$ cat config.mk
export PLATFORM = sky130hd
export DESIGN_NAME = dead_time_seeker
export DESIGN_NICKNAME = d
export VERILOG_FILES = /design/src/rtl/dts_pkg.sv /design/src/rtl/dts_timer.sv /design/src/rtl/dts_rise_det.sv /design/src/rtl/dts_dt_reg.sv /design/src/rtl/dead_time_seeker.sv
export SDC_FILE = /design/constraint.sdc
export NUM_CORES = 1
export LEC_CHECK = 0
export BUFFER_PORTS_ARGS = -buffer_cell sky130_fd_sc_hd__buf_4
export CORE_ASPECT_RATIO = 1.4
export CORE_MARGIN = 1
export CORE_UTILIZATION = 40
export DETAILED_ROUTE_END_ITERATION = 7
export PLACE_DENSITY = 0.58
export RECOVER_POWER = 25
export SLEW_MARGIN = 30
export SYNTH_ARGS = -nofsm -noshare
export SYNTH_HDL_FRONTEND = slang
export SYNTH_SLANG_ARGS = --single-unit
$ cat constraint.sdc
create_clock -name clk_i -period 6.2 [get_ports clk_i]
set_clock_uncertainty 0.15 [all_clocks]
set_input_delay 0.62 -clock clk_i [delete_from_list [all_inputs] [get_ports clk_i]]
set_output_delay 0.62 -clock clk_i [all_outputs]
set_load 0.005 [all_outputs]
$ cat src/rtl/dts_pkg.sv
package dts_pkg;
  typedef enum logic [2:0] {
    ST_IDLE,
    ST_DISCH,
    ST_SETTLE,
    ST_REQ,
    ST_DONE
  } dts_state_e;
endpackage

$ cat src/rtl/dts_timer.sv
module dts_timer #(
  parameter int CW = 16
) (
  input  logic          clk_i,
  input  logic          rst_ni,
  input  logic          clr_i,
  output logic [CW-1:0] cnt_o
);
  always_ff @(posedge clk_i or negedge rst_ni) begin
    if (!rst_ni)    cnt_o <= '0;
    else if (clr_i) cnt_o <= '0;
    else            cnt_o <= cnt_o + 1'b1;
  end
endmodule

$ cat src/rtl/dts_rise_det.sv
module dts_rise_det #(
  parameter int AW = 12
) (
  input  logic          clk_i,
  input  logic          rst_ni,
  input  logic          clear_i,
  input  logic          load_i,
  input  logic [AW-1:0] sample_i,
  input  logic [AW-1:0] hyst_i,
  output logic          rise_o
);
  logic [AW-1:0] prev_q;
  logic          have_q;
  logic [AW:0]   limit;

  assign limit  = {1'b0, prev_q} + {1'b0, hyst_i};
  assign rise_o = have_q && ({1'b0, sample_i} > limit);

  always_ff @(posedge clk_i or negedge rst_ni) begin
    if (!rst_ni) begin
      prev_q <= '0;
      have_q <= 1'b0;
    end else if (clear_i) begin
      prev_q <= '0;
      have_q <= 1'b0;
    end else if (load_i) begin
      prev_q <= sample_i;
      have_q <= 1'b1;
    end
  end
endmodule

$ cat src/rtl/dts_dt_reg.sv
module dts_dt_reg #(
  parameter int DW       = 10,
  parameter int DT_START = 150,
  parameter int DT_STEP  = 10
) (
  input  logic          clk_i,
  input  logic          rst_ni,
  input  logic          init_i,
  input  logic          dec_i,
  input  logic          inc_i,
  input  logic [DW-1:0] floor_i,
  output logic [DW-1:0] dt_o,
  output logic          at_floor_o
);
  localparam logic [DW-1:0] START_V = DW'(DT_START);
  localparam logic [DW-1:0] STEP_V  = DW'(DT_STEP);
  localparam logic [DW:0]   STEP_X  = (DW+1)'(DT_STEP);

  // next step would fall below the floor
  assign at_floor_o = {1'b0, dt_o} < ({1'b0, floor_i} + STEP_X);

  always_ff @(posedge clk_i or negedge rst_ni) begin
    if (!rst_ni)     dt_o <= START_V;
    else if (init_i) dt_o <= START_V;
    else if (inc_i)  dt_o <= dt_o + STEP_V;
    else if (dec_i)  dt_o <= dt_o - STEP_V;
  end
endmodule

$ cat src/rtl/dead_time_seeker.sv
module dead_time_seeker #(
  parameter int DT_W       = 10,
  parameter int ADC_W      = 12,
  parameter int DT_START   = 150,
  parameter int DT_STEP    = 10,
  parameter int DISCH_CYC  = 15000,
  parameter int SETTLE_CYC = 10000
) (
  input  logic             clk_i,
  input  logic             rst_ni,
  input  logic             start_i,
  input  logic [DT_W-1:0]  floor_i,
  input  logic [ADC_W-1:0] hyst_i,
  output logic             adc_req_o,
  input  logic             adc_valid_i,
  input  logic [ADC_W-1:0] adc_data_i,
  output logic             discharge_o,
  output logic [DT_W-1:0]  dt_o,
  output logic             busy_o,
  output logic             done_o,
  output logic             floor_hit_o
);
  import dts_pkg::*;

  localparam int CMAX = (DISCH_CYC > SETTLE_CYC) ? DISCH_CYC : SETTLE_CYC;
  localparam int CW   = $clog2(CMAX + 1);
  localparam logic [CW-1:0] DISCH_LAST  = CW'(DISCH_CYC - 1);
  localparam logic [CW-1:0] SETTLE_LAST = CW'(SETTLE_CYC - 1);

  dts_state_e state_q, state_d;
  logic [CW-1:0] cnt;
  logic accept, rise, at_floor, init, dec, inc, stop_floor;

  assign accept     = (state_q == ST_REQ) && adc_valid_i;
  assign init       = ((state_q == ST_IDLE) || (state_q == ST_DONE)) && start_i;
  assign inc        = accept && rise;
  assign stop_floor = accept && !rise && at_floor;
  assign dec        = accept && !rise && !at_floor;

  always_comb begin
    state_d = state_q;
    unique case (state_q)
      ST_IDLE:   if (start_i) state_d = ST_DISCH;
      ST_DONE:   state_d = start_i ? ST_DISCH : ST_IDLE;
      ST_DISCH:  if (cnt == DISCH_LAST) state_d = ST_SETTLE;
      ST_SETTLE: if (cnt == SETTLE_LAST) state_d = ST_REQ;
      ST_REQ:    if (adc_valid_i) state_d = (rise || at_floor) ? ST_DONE : ST_DISCH;
      default:   state_d = ST_IDLE;
    endcase
  end

  always_ff @(posedge clk_i or negedge rst_ni) begin
    if (!rst_ni) state_q <= ST_IDLE;
    else         state_q <= state_d;
  end

  always_ff @(posedge clk_i or negedge rst_ni) begin
    if (!rst_ni)         floor_hit_o <= 1'b0;
    else if (init)       floor_hit_o <= 1'b0;
    else if (stop_floor) floor_hit_o <= 1'b1;
  end

  dts_timer #(.CW(CW)) u_timer (
    .clk_i  (clk_i),
    .rst_ni (rst_ni),
    .clr_i  (state_d != state_q),
    .cnt_o  (cnt)
  );

  dts_rise_det #(.AW(ADC_W)) u_rise (
    .clk_i    (clk_i),
    .rst_ni   (rst_ni),
    .clear_i  (init),
    .load_i   (accept),
    .sample_i (adc_data_i),
    .hyst_i   (hyst_i),
    .rise_o   (rise)
  );

  dts_dt_reg #(.DW(DT_W), .DT_START(DT_START), .DT_STEP(DT_STEP)) u_dt (
    .clk_i      (clk_i),
    .rst_ni     (rst_ni),
    .init_i     (init),
    .dec_i      (dec),
    .inc_i      (inc),
    .floor_i    (floor_i),
    .dt_o       (dt_o),
    .at_floor_o (at_floor)
  );

  assign discharge_o = (state_q == ST_DISCH);
  assign adc_req_o   = (state_q == ST_REQ);
  assign busy_o      = (state_q == ST_DISCH) || (state_q == ST_SETTLE) || (state_q == ST_REQ);
  assign done_o      = (state_q == ST_DONE);
endmodule

* Word level (Yosys, flattened, before mapping) *
Index checks and enable logic that the tools add are counted.
W data, S select, Z words.

storage, ports and cells
  bits in registers = 41
  output and inout port bits = 15
  word-level logic and storage cells = 54

cells by class
  add/sub/neg operators = 5
  eq/ne operators = 7
  reductions and logical operators = 17
  $lt $le $gt $ge = 2
  multiplexer cells = 17

operator list
  cell                     count
  $mux W10                 3
  $eq A14 B14 Y1 const B   2
  $mux W12                 2
  $mux W3                  5
  $pmux W3 S5              1
  $add A14 B1 Y14 const B  1
  $mux W14                 1
  $add A12 B12 Y13         1
  $gt A12 B13 Y1           1
  $add A10 B4 Y11 const B  1
  $lt A10 B11 Y1           1
  $add A10 B4 Y10 const B  1
  $sub A10 B4 Y10 const B  1
  $logic_and A1 B1 Y1      7
  $eq A3 B2 Y1 const B     2
  $mux W1                  5
  $logic_or A1 B1 Y1       4
  $reduce_bool A2 Y1       2
  $eq A3 B1 Y1 const B     1
  $eq A3 B3 Y1 const B     1
  $logic_not A3 Y1         1
  $ne A3 B3 Y1             1
  $reduce_bool A3 Y1       1
  $logic_not A1 Y1         2

* Longest topological paths before layout *
  word-level depth = 9
  gate-level depth with buffers = 24
  gate-level depth less buffers = 24

* Cells and area by module *
A second synthesis with hierarchy kept.

second synthesis, totals
  cells, all modules = 375
  area, all modules = 3,363.2 µm²

by module, submodules not included
  module            sequential area each (µm²)  area each (µm²)  times used  cells each
  dts_rise_det      325.3                       1,318.8          1           143
  dts_dt_reg        230.2                       1,042.2          1           124
  dts_timer         350.3                       675.6            1           67
  dead_time_seeker  100.1                       326.6            1           41

* Worst setup path after synthesis *
Ideal clock, no wire load.

  path kind = in2reg
  from = input port hyst_i[1]
  to = register u_dt.dt_o[9]
  data required time = 5.924 ns
  library setup time = 0.126 ns
  slack = 1.121 ns
  arrival = 4.802 ns
  stages on the path = 22
  buffers on the path = 0
  cells stage by stage = ha_1 > a21o_1 > a21oi_2 > nor2b_1 > or4_1 > a41oi_2 > a21oi_1 > xnor2_1 > ha_1 > o21a_1 > a21oi_1 > a211o_1 > a31oi_2 > nand3_1 > fa_1 > a21oi_1 > o211ai_1 > nor4_1 > o21ai_0 > nor2_1 > mux2i_1 > mux2i_1

between the ends
  word-level cells in the longest chain between the ends = 7
  elaborated cells on any way between the ends = 10
  those cells by class = add/sub: 1; order compare: 1; mux: 2; reduce/logical: 6

RTL lines
  item                                 line                    source
  from (decl)                          dead_time_seeker.sv:13  input logic [ADC_W-1:0] hyst_i,
  $add A12 B12 Y13 (*)                 dts_rise_det.sv:16      assign limit = {1'b0, prev_q} + {1'b0, hyst_i};
  $gt A12 B13 Y1 (*)                   dts_rise_det.sv:17      assign rise_o = have_q && ({1'b0, sample_i} > limit);
  $logic_and A1 B1 Y1 (*)              dts_rise_det.sv:17
  $logic_not A1 Y1                     dead_time_seeker.sv:38  assign dec = accept && !rise && !at_floor;
  $logic_and A1 B1 Y1 (2 in series)    dead_time_seeker.sv:38
  $reduce_bool A3 Y1 (no source line)  --
  to (signal assigned)                 dts_dt_reg.sv:25        else if (inc_i) dt_o <= dt_o + STEP_V;
  to (signal assigned)                 dts_dt_reg.sv:26        else if (dec_i) dt_o <= dt_o - STEP_V;
  to (decl)                            dts_dt_reg.sv:12        output logic [DW-1:0] dt_o,

Every way passes the cells marked *; elsewhere a longest branch is shown, timed or not.
A chain may end at the register's enable or synchronous reset.

* Worst setup path in the final report *
Ends and elaborated chain as after synthesis.

==> results.tsv <==
metric	value	unit
outcome	finished with violations	
violations in the final reports	capacitance limit, slew limit	
Yosys top cell area share	27.86	%
Crit path required time	6.23	ns
minimum clock period	5.395	ns
Die Area	8451	µm²
sw frac	23.08	%
vias in the first global route	2793	
Synth Warn #	0	
Worst VDD drop	0.0001202	V
Antenna Nets Post-Route	0	
clk sinks	40	
commonest non-fill, non-tap cell in the layout	buf_4	
Crit Path Max Fanout	8	
overall power	0.5543	mW
pwr dens	144.9	nW/µm²
fraction of registers with async set/reset	100.0	%
leakage	1.820	nW
starting density of the core	41.46	%
Max stage delay on crit path	0.51	ns
sequential element share of the synthesized area	31.11	%
Post-CTS Hold Fix Bufs	0	
power share of the clock group	40.6	%
Nets	493	
postcts setup bufs	0	
register area	1006	µm²
multi-input gate area in the final layout	2152	µm²
largest net degree at the start of global routing	41	
First-pass DRT Iterations	4	
I/O pin count	53	
Fmax	185.4	MHz
diode count	0	
Critical Path Start Type	primary input	
First DRT Iteration DRCs	82	
routability cong.	0.8416	
Synth cell types	57	
Root Buffer	clkbuf_8	
Core ar.	7797	µm²
WL/cell	14.66	µm
R2R Setup Slk	0.84	ns
switching pwr	0.1280	mW
CP top delay family	compound AO/OA/AOI/OAI gates	
Vias per Instance	5.391	
Num CTS Buffers	5	
register bit total from synthesis	40	
final-report max-slew violation count	41	
Clock Pin Slew Worst Setup and Hold Paths	0.08	ns
total number of vias	2760	
Area contributors post-synth	dfrtp_1 (28%), ha_1 (16%), xor2_1 (5.4%)	
crit path max-delay cell type	fa_1	
die span in x	77.98	µm
part of the power in combinational logic	12.4	%
Critical Path Sink Type	flip-flop	
Tcrit/Tclk final	87.01	%
initial antenna violation count	0	
most area-hungry cell type in the Yosys netlist	dfrtp_1	
Worst Setup Path Type	in2reg	
MaxCap Viol Count	1	
Pint	0.4264	mW
share of post-route cells with drive strength above 1	18.69	%
Mean Syn Cell Area	8.981	µm²
register share of total power	47.0	%
Post-Syn Nets	442	
Final Hold Fails	0	
Port Buffer Count	51	
DRC	0	
setup violators final	0	
WL final	7506	µm
number of synthesized flops with an enable pin	0	
row cnt	38	
Die H	108.4	µm
Worst-Skew Late Latency	0.29	ns
gr usage total	18.87	%
first-pass GRT wire length	12700	µm
Fin Setup TNS	0	ns
unrepaired setup endpoints after global routing	no	
cells along the critical path	buf_4, ha_1, a21o_1, a21oi_2, nor2b_1, or4_1, a41oi_2, nand2b_1, xnor2_1, ha_1, nand4_1, o311ai_0, a211o_1, a31oi_2, nand3_1, fa_1, a21oi_1, o211ai_1, nor4_1, o21ai_0, nor2_1, mux2i_1, mux2i_1	
Buf/Inv on CP	1	
most frequent cells in the layout	buf_4 (50), ha_1 (42), nand2_1 (38)	
Mapped Cells	360	
post-cts resize count	0	
Max Root-Sink Buffers	2	
Synth Cell Area	3233	µm²
CTS tree	built	
P&R area growth vs syn	18.30	%
crit path DAT	5.42	ns
GR Overflow Total	0	
Rel. slew slack	-42.93	%
Slew @ Worst Pin	2.144	ns
min-delay worst type	reg2reg	
H-tree levels	2	
HPWL after DPL	5920	µm
most frequently used flop master after synthesis	dfrtp_1	
Fillers	782	
state kept, by name, indices dropped and copies added (netlist names):
| signal | cells |
|---|---|
| u_dt.dt_o | 9 |
| u_rise.have_q | 1 |
| floor_hit_o | 1 |
| state_q | 3 |
| u_rise.prev_q | 12 |
| u_timer.cnt_o | 14 |
power groups by stage:
| stage | registers, mW | logic (mW) | clock network (mW) |
|---|---|---|---|
| 2_1_floorplan | 0.266 | 0.0335 | 0 |
| 3_3_place_gp | 0.266 | 0.0683 | 0 |
| 3_5_place_dp | 0.266 | 0.0690 | 0 |
| 4_1_cts | 0.261 | 0.0695 | 0.234 |
| 5_1_grt | 0.261 | 0.0779 | 0.243 |
| 6_report | 0.261 | 0.0687 | 0.225 |
path summary, 6_finish.rpt:
path | end | start | cells past startpoint
max | u_dt.dt_o[9] | hyst_i[1] | 23
min | u_timer.cnt_o[0] | u_timer.cnt_o[0] | 1
max reg2reg | u_dt.dt_o[9] | u_rise.prev_q[1] | 22
min reg2reg | u_timer.cnt_o[0] | u_timer.cnt_o[0] | 1
max in group asynchronous | u_rise.prev_q[8] | rst_ni | 1
min in group asynchronous | u_timer.cnt_o[5] | rst_ni | 1
layout make-up:
type	count	area share (%)
tap	100	3.271
inverter	11	1.079
multi-input combinational	302	56.26
sequential	40	26.30
clock inverter	2	1.014
clock buffer	6	2.159
timing repair buffer	51	9.912
logic make-up after synthesis:
| logic type | count (synthesis) | share of synthesized area (%) |
|---|---|---|
| flip-flops | 40 | 31.11 |
| adder cells (fa/ha/maj) | 44 | 17.49 |
| AND/OR/NAND/NOR | 133 | 20.47 |
| multiplexers | 6 | 1.858 |
| other | 1 | 0.1160 |
| AO/OA/AOI/OAI | 84 | 17.38 |
| buffers and inverters | 18 | 2.360 |
| XOR/XNOR | 34 | 9.211 |
cell usage after synthesis, types with 8 or more instances:
cell / number
nand3_1: 16
xnor2_1: 14
and3_1: 8
o21a_1: 8
dfrtp_1: 36
a21oi_1: 20
inv_1: 11
nor2_1: 30
xor2_1: 20
nand2_1: 38
ha_1: 42
o21ai_0: 26
per-stage QoR:
stage	cell area (µm²)	utilization [%]	worst slack, ns	std cells	hold WS (ns)
final	3825	49.05	0.8054	512	0.3117
after global routing	3825	49.05	0.3719	512	0.3314
after CTS	3827	49.09	0.7888	512	0.1596
after detailed placement	3706	47.53	0.4799	504	0.3051
after global placement	3706	47.53	0.6185	504	0.3004
after floorplan	3233	-	1.121	360	0.1744
per-layer routing:
layer,wire length [µm],global-route usage [%]
met5,0,0
met3,247,2.532
met1,3390,23.07
met4,113,5.952
met2,3754,34.13
Power figures use the tool's default switching activity.
